## src/rtl/rtc_pkg.sv

```systemverilog
package rtc_pkg;

  typedef logic [7:0] bcd8_t;

  localparam int unsigned CHAIN_N  = 7;
  localparam int unsigned IDX_SEC  = 0;
  localparam int unsigned IDX_MIN  = 1;
  localparam int unsigned IDX_HR   = 2;
  localparam int unsigned IDX_DATE = 3;
  localparam int unsigned IDX_MON  = 4;
  localparam int unsigned IDX_YR   = 5;
  localparam int unsigned IDX_CEN  = 6;

  // add one to a two-digit packed BCD value
  function automatic bcd8_t bcd_inc(input bcd8_t v);
    bcd8_t r;
    if (v[3:0] == 4'd9) r = {v[7:4] + 4'd1, 4'd0};
    else                r = {v[7:4], v[3:0] + 4'd1};
    return r;
  endfunction

  // year divisible by four (sufficient up to 2100)
  function automatic logic leap_year(input bcd8_t yr);
    logic [6:0] b;
    b = 7'(yr[7:4]) * 7'd10 + 7'(yr[3:0]);
    return (b[1:0] == 2'b00);
  endfunction

  function automatic bcd8_t month_last(input bcd8_t mon, input bcd8_t yr);
    bcd8_t r;
    case (mon)
      8'h02:                      r = leap_year(yr) ? 8'h29 : 8'h28;
      8'h04, 8'h06, 8'h09, 8'h11: r = 8'h30;
      default:                    r = 8'h31;
    endcase
    return r;
  endfunction

  // value a chained field restarts from after its last value
  function automatic bcd8_t chain_first(input int unsigned idx);
    return (idx == IDX_DATE || idx == IDX_MON) ? 8'h01 : 8'h00;
  endfunction

endpackage

```

## src/rtl/rtc_prescaler.sv

```systemverilog
module rtc_prescaler #(
  parameter int unsigned DIV_W = 15,
  parameter int unsigned STB_W = 6
) (
  input  logic clk_i,
  input  logic rst_ni,
  input  logic en_i,
  input  logic halt_i,
  input  logic clr_i,
  output logic sec_tick_o,
  output logic strobe_o
);

  logic [DIV_W-1:0] cnt_q, cnt_d;
  logic             run;

  assign run        = en_i & ~halt_i;
  assign sec_tick_o = run & (&cnt_q);
  assign strobe_o   = run & (&cnt_q[STB_W-1:0]);

  always_comb begin
    cnt_d = cnt_q;
    if (clr_i)    cnt_d = '0;
    else if (run) cnt_d = cnt_q + 1'b1;
  end

  always_ff @(posedge clk_i or negedge rst_ni) begin
    if (!rst_ni) cnt_q <= '0;
    else         cnt_q <= cnt_d;
  end


  halt_freeze_chk: assert property (@(posedge clk_i) disable iff (!rst_ni)
    (halt_i && !clr_i) |=> $stable(cnt_q));


  clear_restart_chk: assert property (@(posedge clk_i) disable iff (!rst_ni)
    clr_i |=> (cnt_q == '0));

endmodule

```

## src/rtl/rtc_bcd_field.sv

```systemverilog
module rtc_bcd_field
  import rtc_pkg::*;
#(
  parameter bcd8_t FIRST = 8'h00
) (
  input  logic  clk_i,
  input  logic  rst_ni,
  input  logic  ld_i,
  input  bcd8_t ld_val_i,
  input  logic  step_i,
  input  bcd8_t last_i,
  output bcd8_t q_o,
  output logic  at_last_o
);

  bcd8_t q_q, q_d;

  assign q_o       = q_q;
  assign at_last_o = (q_q == last_i);

  always_comb begin
    q_d = q_q;
    if (ld_i)        q_d = ld_val_i;
    else if (step_i) q_d = at_last_o ? FIRST : bcd_inc(q_q);
  end

  always_ff @(posedge clk_i or negedge rst_ni) begin
    if (!rst_ni) q_q <= FIRST;
    else         q_q <= q_d;
  end


  wrap_to_first_chk: assert property (@(posedge clk_i) disable iff (!rst_ni)
    (step_i && !ld_i && at_last_o) |=> (q_o == FIRST));


  digit_carry_chk: assert property (@(posedge clk_i) disable iff (!rst_ni)
    (step_i && !ld_i && !at_last_o && q_o[3:0] == 4'd9) |=> (q_o[3:0] == 4'd0));

endmodule

```

## src/rtl/rtc_calendar.sv

```systemverilog
module rtc_calendar
  import rtc_pkg::*;
#(
  parameter int unsigned DIV_W = 15,
  parameter int unsigned STB_W = 6
) (
  input  logic       clk_i,
  input  logic       rst_ni,
  input  logic       osc_en_i,
  input  logic       osc_stop_i,
  input  logic       load_i,
  input  logic [7:0] ld_sec_i,
  input  logic [7:0] ld_min_i,
  input  logic [7:0] ld_hr_i,
  input  logic [7:0] ld_dow_i,
  input  logic [7:0] ld_date_i,
  input  logic [7:0] ld_mon_i,
  input  logic [7:0] ld_yr_i,
  input  logic [7:0] ld_cen_i,
  output logic [7:0] sec_o,
  output logic [7:0] min_o,
  output logic [7:0] hr_o,
  output logic [7:0] dow_o,
  output logic [7:0] date_o,
  output logic [7:0] mon_o,
  output logic [7:0] yr_o,
  output logic [7:0] cen_o,
  output logic       tick_o,
  output logic       strobe_o
);

  // reset: asserted asynchronously, released on the clock
  logic rst_meta_q, rst_n_q;

  always_ff @(posedge clk_i or negedge rst_ni) begin
    if (!rst_ni) begin
      rst_meta_q <= 1'b0;
      rst_n_q    <= 1'b0;
    end else begin
      rst_meta_q <= 1'b1;
      rst_n_q    <= rst_meta_q;
    end
  end

  logic sec_tick;

  rtc_prescaler #(.DIV_W(DIV_W), .STB_W(STB_W)) u_presc (
    .clk_i      (clk_i),
    .rst_ni     (rst_n_q),
    .en_i       (osc_en_i),
    .halt_i     (osc_stop_i),
    .clr_i      (load_i),
    .sec_tick_o (sec_tick),
    .strobe_o   (strobe_o)
  );

  assign tick_o = sec_tick;

  logic [CHAIN_N-1:0][7:0] ld_v, q_v, last_v;
  logic [CHAIN_N-1:0]      adv, at_last;
  logic                    dow_last;

  assign ld_v = {ld_cen_i, ld_yr_i, ld_mon_i, ld_date_i, ld_hr_i, ld_min_i, ld_sec_i};

  always_comb begin
    last_v[IDX_SEC]  = 8'h59;
    last_v[IDX_MIN]  = 8'h59;
    last_v[IDX_HR]   = 8'h23;
    last_v[IDX_DATE] = month_last(q_v[IDX_MON], q_v[IDX_YR]);
    last_v[IDX_MON]  = 8'h12;
    last_v[IDX_YR]   = 8'h99;
    last_v[IDX_CEN]  = 8'h39;
  end

  for (genvar i = 0; i < CHAIN_N; i++) begin : g_chain
    if (i == 0) begin : g_head
      assign adv[i] = sec_tick;
    end else begin : g_link
      assign adv[i] = adv[i-1] & at_last[i-1];
    end

    rtc_bcd_field #(.FIRST(chain_first(i))) u_fld (
      .clk_i     (clk_i),
      .rst_ni    (rst_n_q),
      .ld_i      (load_i),
      .ld_val_i  (ld_v[i]),
      .step_i    (adv[i]),
      .last_i    (last_v[i]),
      .q_o       (q_v[i]),
      .at_last_o (at_last[i])
    );
  end

  rtc_bcd_field #(.FIRST(8'h01)) u_dow (
    .clk_i     (clk_i),
    .rst_ni    (rst_n_q),
    .ld_i      (load_i),
    .ld_val_i  (ld_dow_i),
    .step_i    (adv[IDX_DATE]),
    .last_i    (8'h07),
    .q_o       (dow_o),
    .at_last_o (dow_last)
  );

  assign sec_o  = q_v[IDX_SEC];
  assign min_o  = q_v[IDX_MIN];
  assign hr_o   = q_v[IDX_HR];
  assign date_o = q_v[IDX_DATE];
  assign mon_o  = q_v[IDX_MON];
  assign yr_o   = q_v[IDX_YR];
  assign cen_o  = q_v[IDX_CEN];


  stop_hold_chk: assert property (@(posedge clk_i) disable iff (!rst_n_q)
    (osc_stop_i && !load_i) |=> $stable({cen_o, yr_o, mon_o, date_o, dow_o, hr_o, min_o, sec_o}));


  load_image_chk: assert property (@(posedge clk_i) disable iff (!rst_n_q)
    load_i |=> (sec_o == $past(ld_sec_i) && min_o == $past(ld_min_i) &&
                hr_o == $past(ld_hr_i) && dow_o == $past(ld_dow_i) &&
                date_o == $past(ld_date_i) && mon_o == $past(ld_mon_i) &&
                yr_o == $past(ld_yr_i) && cen_o == $past(ld_cen_i)));


  leap_feb_end_chk: assert property (@(posedge clk_i) disable iff (!rst_n_q)
    (adv[IDX_DATE] && !load_i && mon_o == 8'h02 && date_o == 8'h29)
      |=> (mon_o == 8'h03 && date_o == 8'h01));


  dow_wrap_chk: assert property (@(posedge clk_i) disable iff (!rst_n_q)
    (adv[IDX_DATE] && !load_i && dow_o == 8'h07) |=> (dow_o == 8'h01));


  day_step_chk: assert property (@(posedge clk_i) disable iff (!rst_n_q)
    (sec_tick && !load_i && hr_o == 8'h23 && min_o == 8'h59 && sec_o == 8'h59)
      |=> (hr_o == 8'h00 && !$stable(date_o) && !$stable(dow_o)));

endmodule

```

## config.mk

```make
export PLATFORM = sky130hd
export DESIGN_NAME = rtc_calendar
export DESIGN_NICKNAME = d
export VERILOG_FILES = /design/src/rtl/rtc_pkg.sv /design/src/rtl/rtc_prescaler.sv /design/src/rtl/rtc_bcd_field.sv /design/src/rtl/rtc_calendar.sv
export SDC_FILE = /design/constraint.sdc
export NUM_CORES = 1
export LEC_CHECK = 0
export BUFFER_PORTS_ARGS = -buffer_cell sky130_fd_sc_hd__buf_2
export CAP_MARGIN = 20
export CORE_ASPECT_RATIO = 1.4
export CORE_MARGIN = 2
export CORE_UTILIZATION = 56
export DETAILED_ROUTE_END_ITERATION = 16
export PLACE_DENSITY = 0.82
export SYNTH_ARGS = -nofsm -noshare
export SYNTH_HDL_FRONTEND = slang
export SYNTH_HIERARCHICAL = 1
export SYNTH_SLANG_ARGS = --single-unit
```

## constraint.sdc

```tcl
create_clock -name clk_i -period 2.9 [get_ports clk_i]
set_clock_uncertainty 0.05 [all_clocks]
set_input_delay 0.58 -clock clk_i [delete_from_list [all_inputs] [get_ports clk_i]]
set_output_delay 0.58 -clock clk_i [all_outputs]
set_load 0.01 [all_outputs]
```

==> run_results.csv, run 1 <==
group,metric,value,unit
worst_hold_path,holdCritPathClass,"reg -> reg",
floorplanning,start_util,57.1,%
route,drtAntennaViolNets,0,
route,first_pass_iters,7,
floorplanning,die-area,12300,um^2
place,place_hpwl,11.0,mm
global_route,grt_util_all_layers,25.0,%
critical_path,cp_data_required_time,3.06,ns
cells_and_area,mostFrequentLayoutCells,"133 x buf_2, 75 x dfrtp_1, 63 x xor2_1",
cells_and_area,multi_input_area,4390,um^2
sta,final_hold_viol_count,0,
cells_and_area,n_fill_cell,885,
critical_path,crit_type,"reg -> reg",
floorplanning,fp.dieH,131,um
sta,tightest_slew,0.725,ns
yosys,syn_inst,727,
clocking,clkLatencyLatePin,0.33,ns
critical_path,crit_fanout,7,
clocking,clk_path_buf_depth,2,
global_route,overflow,0,
route,drc_errors,0,
yosys,netlist_area,6410,um^2
route,avgViaCountPerCell,5.57,
floorplanning,rows,46,
sta,slew_headroom,51.7,%
critical_path,cp.arrival,3.26,ns
global_route,grt_max_degree,89,
clocking,cts_tree,"built",
yosys,syn-mean-instance-area,8.82,um^2
power_and_ir_drop,p_leak,3.65,nW
floorplanning,design.core.area,11200,um^2
critical_path,critPathCaptureType,"register",
sta,timing.final.crit_share,107,%
run_status,violations,"setup timing",
route,wire_per_inst,14.5,um
global_route,antenna_found_initial,1,
clocking,cts_buffers,9,
clocking,cts-root-buf,"clkbuf_16",
clocking,htreeDepth,3,
sta,drv_slew,0,
place,io_buffers,134,
place,gp_congestion,0.844,
power_and_ir_drop,peakVddDrop,0.000276,V
sta,fin_tns_setup,-1.47,ns
run_status,outcome,"complete, but fails checks",
cells_and_area,syn2layout_area_growth,26.1,%
route,wirelength,15.6,mm
global_route,grt_pass1_wl,25.4,mm
clocking,clk_pin_slew,0.06,ns
sta,final-setup-viol-count,17,
run,maxCapViolCount,0,
cells_and_area,final_common_cell,"buf_2",
floorplanning,dieWidth,94.4,um
place,place_ws,-0.0559,ns
sta,layout_setup_ws,-0.203,ns
cells_and_area,layout.nets,1022,
critical_path,start_kind,"register",
sta,timing.fmax,322,MHz
sta,min_period,3.10,ns
route,vias,6007,
global_route,grt_pass1_vias,5618,
route,drt_iter0_markers,309,
cells_and_area,seq_area,2040,um^2
floorplanning,ios,135,
power_and_ir_drop,power_density,421,nW/um^2
sta,rsz0062_at_grt,"true",
cells_and_area,drive_gt1_share,29.8,%
yosys,yosys_warnings,6,
clocking,clock-sinks,81,
==> layout make-up <==
type	count	area share, %
clock inverters	5	0.991
clock buffers	11	2.88
multi-input cells	631	54.3
flip-flops and latches	81	25.2
repair buffers	170	12.6
inverters	35	1.78
well taps	144	2.23
diodes	1	0.0310
==> registers in the layout, indices dropped and copies added (netlist names) <==
| name | flops |
|---|---|
| u_presc/cnt_q | 15 |
| u_dow/q_o | 8 |
| rst_n_q | 1 |
| g_chain.u_fld/q_o | 56 |
| rst_meta_q | 1 |
==> report_power, final <==
part           switching [mW]  internal (mW)  leakage [nW]
registers               0.179           1.23         0.963
logic                   0.421          0.373          2.54
clock network           0.451          0.753         0.146
total                    1.05           2.35          3.65
==> critical path, cell delays in order, from the launching register on <==
cell and delay (ns):
dfrtp_2 0.40, or4_4 0.57, nor4_4 0.27, buf_4 0.18, xor2_2 0.19, nor4_4 0.06
and2_4 0.17, and3_4 0.16, buf_12 0.12, buf_12 0.13, inv_8 0.08, nor2_4 0.03
mux2_4 0.27, a221oi_2 0.22, a21oi_1 0.07
==> metrics by stage <==
stage          hold slack (ns)  cells  utilization [%]  instance area [um^2]  power, mW
4_1_cts                  0.308   1070             70.0                  7860       3.42
5_1_grt                  0.312   1078             72.0                  8080       3.58
6_report                 0.306   1078             72.0                  8080       3.40
2_1_floorplan            0.234    787                -                  6670       1.92
3_3_place_gp             0.285   1052             66.9                  7500       2.17
3_5_place_dp             0.294   1052             66.9                  7500       2.19
==> metal layers <==
layer	track usage (%)	routed length, um	vias up
li1	-	-	2964
met5	0	0	-
met4	7.59	297	0
met1	29.1	6380	2862
met2	47.1	8290	156
met3	3.56	678	25
==> worst paths after layout <==
check | from | end | slack (ns) | cells after the start
worst max-delay path | g_chain[4].u_fld/q_o[4]$_DFFE_PN0P_ | g_chain[5].u_fld/q_o[6]$_DFFE_PN0P_ | -0.20 | 14
worst min-delay path | rst_meta_q$_DFF_PN0_ | rst_n_q$_DFF_PN0_ | 0.31 | 0
worst max register to register | g_chain[4].u_fld/q_o[4]$_DFFE_PN0P_ | g_chain[5].u_fld/q_o[6]$_DFFE_PN0P_ | -0.20 | 14
worst min register to register | rst_meta_q$_DFF_PN0_ | rst_n_q$_DFF_PN0_ | 0.31 | 0
max in group asynchronous | rst_n_q$_DFF_PN0_ | g_chain[0].u_fld/q_o[7]$_DFFE_PN0P_ | 1.86 | 1
min in group asynchronous | rst_n_q$_DFF_PN0_ | u_dow/q_o[6]$_DFFE_PN0P_ | 0.33 | 0
==> timing repair <==
action | 4_1_cts | 5_1_grt
pin swaps | 1 | 28
endpoints found under the hold margin | 2 | 0
endpoints found under the setup margin | 6 | 25
gates resized for setup | 4 | 43
buffers inserted | 1 | 8
hold buffers | 1 | 0
(Power assumes the default switching activity.)
==> inputs of run 2 (changes only) <==
Settings changed: SETUP_SLACK_MARGIN set to 0.02.
==> run_results.csv, run 2 (synthesis gave the netlist of run 1 again) <==
group,metric,value,unit
place,io_buffers,134,
critical_path,path_cells,"or4_4 -> buf_4 -> o311ai_4 -> xor2_1 -> nor4_2 -> and2_4 -> and3_4 -> and2_4 -> inv_8 -> nor2_4 -> mux2_4 -> a221oi_2 -> a21oi_1",
route,drc_errors,0,
cells_and_area,final_common_cell,"buf_2",
critical_path,cp.arrival,3.09,ns
sta,timing.final.crit_share,101,%
cells_and_area,syn2layout_area_growth,25.7,%
critical_path,crit_path_max_incr_delay,0.56,ns
cells_and_area,utilization,71.8,%
power_and_ir_drop,internal-power,2.21,mW
route,vias,6112,
global_route,grt_pass1_wl,25.7,mm
place,place_hpwl,11.3,mm
power_and_ir_drop,power.switching,1.04,mW
place,dpl-instance-area,7540,um^2
floorplanning,design.core.area,11200,um^2
floorplanning,die-area,12300,um^2
power_and_ir_drop,power_density,404,nW/um^2
cells_and_area,stdcell_count,1090,
global_route,grtUsageMet1,30.6,%
route,drtAntennaViolNets,0,
global_route,top_usage_layer,"met2",
floorplanning,rows,46,
clocking,cts_buffers,9,
floorplanning,dieWidth,94.4,um
cells_and_area,largest_reg_flops,56,
route,wirelength,15.9,mm
critical_path,crit_type,"reg -> reg",
cells_and_area,drive_gt1_share,29.6,%
sta,final_hold_viol_count,0,
clocking,clk_path_buf_depth,2,
global_route,grt_max_degree,57,
clocking,cts_tree,"built",
global_route,grt_util_all_layers,25.7,%
sta,slew_headroom,59.0,%
critical_path,start_kind,"register",
global_route,antenna_found_initial,0,
route,avgViaCountPerCell,5.61,
cells_and_area,n_fill_cell,882,
clocking,clock-sinks,81,
power_and_ir_drop,peakVddDrop,0.000278,V
floorplanning,ios,135,
power_and_ir_drop,clkPwrFrac,32.1,%
power_and_ir_drop,p_leak,3.67,nW
clocking,cts-root-buf,"clkbuf_16",
power_and_ir_drop,seqPwrFrac,43.2,%
sta,tightest_slew,0.615,ns
place,numPlacedInstances,1058,
critical_path,crit_fanout,7,
run_status,outcome,"complete, but fails checks",
clocking,clkLatencyLatePin,0.34,ns
global_route,grt_pass1_vias,5637,
critical_path,crit_slowest_cell,"or4_4",
critical_path,crit_top_cell,"and2_4",
global_route,use_met3,3.73,%
route,wire_per_inst,14.6,um
critical_path,cp_data_required_time,3.06,ns
sta,timing.fmax,342,MHz
route,first_pass_iters,5,
sta,fin_tns_setup,-0.0227,ns
sta,layout_setup_ws,-0.0227,ns
clocking,clk_pin_slew,0.06,ns
route,drt_iter0_markers,305,
sta,final-setup-viol-count,1,
power_and_ir_drop,power_frac_comb,24.6,%
place,gp_congestion,0.899,
worst_hold_path,holdCritPathClass,"reg -> async",
cells_and_area,layout.nets,1035,
sta,rsz0062_at_grt,"true",
floorplanning,start_util,57.1,%
power_and_ir_drop,switching_share,32.0,%
global_route,use_met2,45.8,%
cells_and_area,mostFrequentLayoutCells,"133 x buf_2, 75 x dfrtp_1, 63 x xor2_1",
sta,drv_slew,0,
sta,min_period,2.92,ns
critical_path,critPathCaptureType,"register",
clocking,htreeDepth,3,
run_status,violations,"setup timing",
run,maxCapViolCount,0,
floorplanning,fp.dieH,131,um
cells_and_area,design_area,8060,um^2
cells_and_area,diodes,0,
global_route,overflow,0,
[run 2: changes by cell type in the layout (fill, tap and decap cells not counted), sizes merged]
cell and change:
clkbuf +4, diode -1, clkinvlp -2, buf +13
bufinv -2
[run 2: final cells by class]
type                       count  area, um^2  area share [%]
clock inverter                 1        5.00          0.0621
inverter                      35         146            1.82
clock buffer                  15         258            3.20
timing repair buffer         183        1080            13.4
multi-input combinational    631        4350            54.0
sequential                    81        2040            25.3
tap                          144         180            2.24
[run 2: critical path: cells and delay by family, from the launching register on]
kind | cells | cell delay [ns]
compound gates | 3 | 0.48
xor+xnor | 1 | 0.20
buf+inv | 2 | 0.25
mux | 1 | 0.27
flops | 1 | 0.40
simple gates | 6 | 1.16
[run 2: timing repair]
item / in CTS / in global routing
endpoints found under the setup margin: 7 / 32
hold endpoints to repair: 2 / 0
setup buffers: 11 / 4
hold buffers: 1 / 0
gates resized for setup: 18 / 14
pin swaps: 13 / 6
[run 2: per-layer routing]
metal	part of all wire (%)	wire [um]
met5	0	0
met2	53	8470
met4	2.5	398
met1	40	6420
met3	4.1	657
[run 2: final timing paths]
path | cells past startpoint | endpoint | startpoint | slack, ns
worst max-delay path | 13 | g_chain[6].u_fld/q_o[6]$_DFFE_PN0P_ | g_chain[4].u_fld/q_o[4]$_DFFE_PN0P_ | -0.02
worst min-delay path | 0 | g_chain[6].u_fld/q_o[6]$_DFFE_PN0P_ | rst_n_q$_DFF_PN0_ | 0.30
worst max register to register | 13 | g_chain[6].u_fld/q_o[6]$_DFFE_PN0P_ | g_chain[4].u_fld/q_o[4]$_DFFE_PN0P_ | -0.02
worst min register to register | 0 | g_chain[6].u_fld/q_o[6]$_DFFE_PN0P_ | rst_n_q$_DFF_PN0_ | 0.30
max in group asynchronous | 1 | u_dow/q_o[0]$_DFFE_PN1P_ | rst_n_q$_DFF_PN0_ | 1.71
min in group clk_i | 0 | rst_n_q$_DFF_PN0_ | rst_meta_q$_DFF_PN0_ | 0.30
[run 2: power by group through the flow]
stage / sequential (mW) / clock (mW) / combinational (mW)
after floorplan: 1.43 / 0 / 0.496
after global placement: 1.42 / 0 / 0.756
after detailed placement: 1.42 / 0 / 0.779
after CTS: 1.40 / 1.07 / 0.793
after global routing: 1.43 / 1.12 / 0.893
final: 1.41 / 1.05 / 0.802
[run 2: stage by stage]
stage | hold slack (ns) | total power [mW] | worst slack [ns]
6_report | 0.301 | 3.25 | -0.0227
5_1_grt | 0.313 | 3.44 | -0.163
4_1_cts | 0.311 | 3.27 | -0.0551
3_5_place_dp | 0.300 | 2.20 | -0.0412
3_3_place_gp | 0.286 | 2.17 | 0.0451
2_1_floorplan | 0.234 | 1.92 | -0.160
